`config.mk`:
```
export PLATFORM = sky130hd
export DESIGN_NAME = scl_sda_deglitch
export DESIGN_NICKNAME = d
export VERILOG_FILES = /design/src/rtl/deglitch_pkg.sv /design/src/rtl/tick_divider.sv /design/src/rtl/bit_sync.sv /design/src/rtl/tick_filter.sv /design/src/rtl/scl_sda_deglitch.sv
export SDC_FILE = /design/constraint.sdc
export NUM_CORES = 1
export LEC_CHECK = 0
export BUFFER_PORTS_ARGS = -buffer_cell sky130_fd_sc_hd__buf_2
export CELL_PAD_IN_SITES_DETAIL_PLACEMENT = 1
export CELL_PAD_IN_SITES_GLOBAL_PLACEMENT = 1
export CORE_AREA = 2 2 43 45
export CTS_BUF_LIST = sky130_fd_sc_hd__clkbuf_2
export DETAILED_ROUTE_END_ITERATION = 8
export DIE_AREA = 0 0 45 47
export GPL_ROUTABILITY_DRIVEN = 0
export PLACE_DENSITY = 0.81
export REMOVE_ABC_BUFFERS = 1
export SETUP_SLACK_MARGIN = 0.5
export SLEW_MARGIN = 40
export SYNTH_ARGS = -nofsm -noshare
export SYNTH_HDL_FRONTEND = slang
export SYNTH_SLANG_ARGS = --single-unit
export TNS_END_PERCENT = 30
```
`constraint.sdc`:
```
create_clock -name clk -period 1.4 [get_ports clk]
set_input_delay 0.07 -clock clk [delete_from_list [all_inputs] [get_ports clk]]
set_output_delay 0.07 -clock clk [all_outputs]
set_load 0.02 [all_outputs]
```
`src/rtl/deglitch_pkg.sv`:
```
package deglitch_pkg;
  localparam int NLINES   = 2;
  localparam int LINE_SCL = 0;
  localparam int LINE_SDA = 1;
  localparam logic IDLE_LEVEL = 1'b1;
endpackage

```
`src/rtl/tick_divider.sv`:
```
module tick_divider #(
  parameter int DIV_W = 4
) (
  input  logic             clk,
  input  logic             rst,
  input  logic [DIV_W-1:0] div_sel,
  output logic             tick
);
  logic [DIV_W-1:0] cnt;
  logic [DIV_W-1:0] lim;

  // ratio is latched only at wrap so a period is never cut short
  always_ff @(posedge clk) begin
    if (rst) begin
      cnt  <= '0;
      lim  <= div_sel;
      tick <= 1'b0;
    end else if (cnt == lim) begin
      cnt  <= '0;
      lim  <= div_sel;
      tick <= 1'b1;
    end else begin
      cnt  <= cnt + 1'b1;
      tick <= 1'b0;
    end
  end
endmodule

```
`src/rtl/bit_sync.sv`:
```
module bit_sync #(
  parameter int   STAGES = 2,
  parameter logic INIT   = 1'b1
) (
  input  logic clk,
  input  logic rst,
  input  logic din,
  output logic dout
);
  logic [STAGES-1:0] chain;

  always_ff @(posedge clk) begin
    if (rst) chain <= {STAGES{INIT}};
    else     chain <= {chain[STAGES-2:0], din};
  end

  assign dout = chain[STAGES-1];
endmodule

```
`src/rtl/tick_filter.sv`:
```
module tick_filter #(
  parameter logic INIT = 1'b1
) (
  input  logic clk,
  input  logic rst,
  input  logic tick,
  input  logic din,
  output logic dout
);
  logic last_smp;

  always_ff @(posedge clk) begin
    if (rst) begin
      last_smp <= INIT;
      dout     <= INIT;
    end else if (tick) begin
      last_smp <= din;
      if (din == last_smp && din != dout) dout <= din;
    end
  end
endmodule

```
`src/rtl/scl_sda_deglitch.sv`:
```
module scl_sda_deglitch #(
  parameter int DIV_W       = 4,
  parameter int SYNC_STAGES = 2
) (
  input  logic             clk,
  input  logic             rst,
  input  logic [DIV_W-1:0] div_sel,
  input  logic             scl_raw,
  input  logic             sda_raw,
  output logic             tick,
  output logic             scl_clean,
  output logic             sda_clean
);
  import deglitch_pkg::*;

  logic [NLINES-1:0] raw_v;
  logic [NLINES-1:0] sync_v;
  logic [NLINES-1:0] clean_v;

  assign raw_v[LINE_SCL] = scl_raw;
  assign raw_v[LINE_SDA] = sda_raw;

  tick_divider #(.DIV_W(DIV_W)) u_div (
    .clk     (clk),
    .rst     (rst),
    .div_sel (div_sel),
    .tick    (tick)
  );

  for (genvar i = 0; i < NLINES; i++) begin : g_line
    bit_sync #(.STAGES(SYNC_STAGES), .INIT(IDLE_LEVEL)) u_sync (
      .clk  (clk),
      .rst  (rst),
      .din  (raw_v[i]),
      .dout (sync_v[i])
    );
    tick_filter #(.INIT(IDLE_LEVEL)) u_filt (
      .clk  (clk),
      .rst  (rst),
      .tick (tick),
      .din  (sync_v[i]),
      .dout (clean_v[i])
    );
  end

  assign scl_clean = clean_v[LINE_SCL];
  assign sda_clean = clean_v[LINE_SDA];
endmodule

```
==> run metrics <==
status=finished clean; n_diodes=0; initial antenna violation count=0; Reg2Reg Depth=3; DRT Pass-1 Iters=4; # DRC=0; global-route wire length before repair=1590 um; clock sinks=17; f_max=736 MHz; Seq/Total Area, Yosys=0.620; FF/Latch Area=380 um^2; 1st-iter DRT viols=3; Yosys reg bits=17; commonest cells after routing, fill and taps aside=dfxtp_1, buf_2, dlygate4sd3_1; Period minus WS final=1.36 ns; maxcap violations=0; H-tree depth=1; vias=420; crit end category=register; Total Power=0.879 mW; Multi-input gate area=231 um^2; pwr dens=1130 nW/um^2; non-filler instance count after layout=87; Worst-Margin Slew=0.286 ns; CTS tree=done; critical path class=register to register; final setup TNS=0 ns; r2r setup slk=0.04 ns; layout cells sized above 1=0.314; worst-skew pair later-pin latency=0.29 ns; worst-path maximum fanout=4; Vert. Die Dim=47 um; Congestion Overflow GR=0; Slew Limit Fails=0; leading area contributor after synthesis=dfxtp_1; Routed Antenna Nets=0; RSZ-0062 raised after global routing=yes; final clock skew=0.00898 ns; clock root cell=clkbuf_2; Max transition margin=0.809; CP Data Required Time=1.42 ns; Initial Util=0.371; final setup fails=0; Post-layout nets=80; Synth top area share=0.424; P_leak=0.320 nW; number of global-route vias before repair=369; clock slew at reported path FFs=0.14 ns; Mapped Avg Cell Area=12.5 um^2; area growth from synthesis to layout=26.9%; Clock Path Buffers=2; Final Cycle Share=0.971; Syn. warnings=0; largest net degree at the start of global routing=15; Post-DP HPWL=760 um; drt wl/cell=11.8 um; Critical Path Sink=u_div.lim[0]; all-layer global routing usage=0.112; commonest non-fill, non-tap cell in the layout=dfxtp_1; first element of the critical path=u_div.lim[0]; I/O pin count=11; port bufs=10; synth unique cells=16; Post-CTS Setup Bufs=0; Layout fillers=188; FF-to-FF Start=u_div.lim[0]; Worst Path Arrival=1.38 ns; Place WS=0.0359 ns; CORE AREA=1650 um^2; top cells by area, synth=dfxtp_1, edfxtp_1, xor2_1, or2_2, nor4_4; Cells after DPL=77; DIE AREA=2120 um^2; cell area after synthesis=613 um^2; worst r2r dst=u_div.lim[0]; Startpoint Class=register; Die Width=45 um; final wirelength=1030 um; Final Hold Fails=0; Hold Path Class=primary input to register; setup ws final=0.0406 ns; worst vdd ir=0.000616 V; Site Rows=15; vias per inst=4.83; number of buffers created by CTS=3; utilization after layout=0.471; Synth Instances=49
==> worst min path at each step <==
stage          startpoint            to  slack, ns  cells past startpoint
2_1_floorplan         rst    u_div.tick       0.14                      1
3_3_place_gp   div_sel[3]  u_div.lim[3]       0.25                      1
3_5_place_dp   div_sel[1]  u_div.lim[1]       0.25                      1
4_1_cts               rst    u_div.tick       0.11                      2
5_1_grt               rst    u_div.tick       0.12                      2
6_report              rst    u_div.tick       0.12                      2
==> layout make-up <==
type                    count  area share
clock buffers               4      0.0257
multi-input cells          31       0.297
flip-flops and latches     17       0.489
well taps                  17      0.0273
repair buffers             18       0.161
==> sequential cells by signal, indices dropped and copies added (netlist names) <==
register / count
u_div.cnt: 4
g_line.u_filt.last_smp: 2
g_line.u_sync.chain: 4
u_div.lim: 4
g_line.u_filt.dout: 2
u_div.tick: 1
==> critical path: stages (launching register included) <==
cell      delay (ns)
edfxtp_1        0.42
xor2_1          0.20
nor4_4          0.29
or2_4           0.19
==> repair_timing <==
| item | CTS | global route |
|---|---|---|
| gates resized for setup | 1 | 0 |
| pin swaps | 0 | 0 |
| hold endpoints to repair | 6 | 0 |
| endpoints found under the setup margin | 16 | 16 |
| hold buffers | 6 | 0 |
==> kinds of logic (layout without fill, tap and decap cells) <==
family	count (synthesis)	in the layout	share of synthesized area
AND/OR/NAND/NOR	16	16	0.182
XOR/XNOR	6	6	0.0857
flip-flops	17	17	0.620
adder cells (fa/ha/maj)	1	1	0.0204
buffers and inverters	1	22	0.00612
AO/OA/AOI/OAI	8	8	0.0857
==> power by group <==
group,total [mW],leakage (nW),internal (mW),switching [mW]
clock network,0.218,0.0166,0.0757,0.142
logic,0.108,0.157,0.0599,0.0479
registers,0.553,0.146,0.533,0.0206
==> cells in the mapped netlist <==
cell,instances
dfxtp_1,13
or2_2,5
xor2_1,5
a21oi_1,4
edfxtp_1,4
nor2b_1,3
nor3_1,3
a211o_1,2
nand2b_1,2
o21bai_1,2
clkbuf_1,1
ha_1,1
nand3_1,1
nor3b_1,1
nor4_4,1
xnor2_1,1
==> stage by stage <==
step | area (um^2) | hold WS, ns
finish | 778 | 0.116
CTS | 778 | 0.108
detailed placement | 696 | 0.254
floorplan | 609 | 0.142
global route | 778 | 0.118
global placement | 696 | 0.248
==> layer usage <==
metal,vias to the layer above,part of all wire,GRT usage
met5,-,0,0
met4,0,0.028,0.0882
met3,4,0.015,0.0115
met2,6,0.48,0.171
met1,201,0.48,0.144
li1,209,-,-
Power figures use the tool's default switching activity.
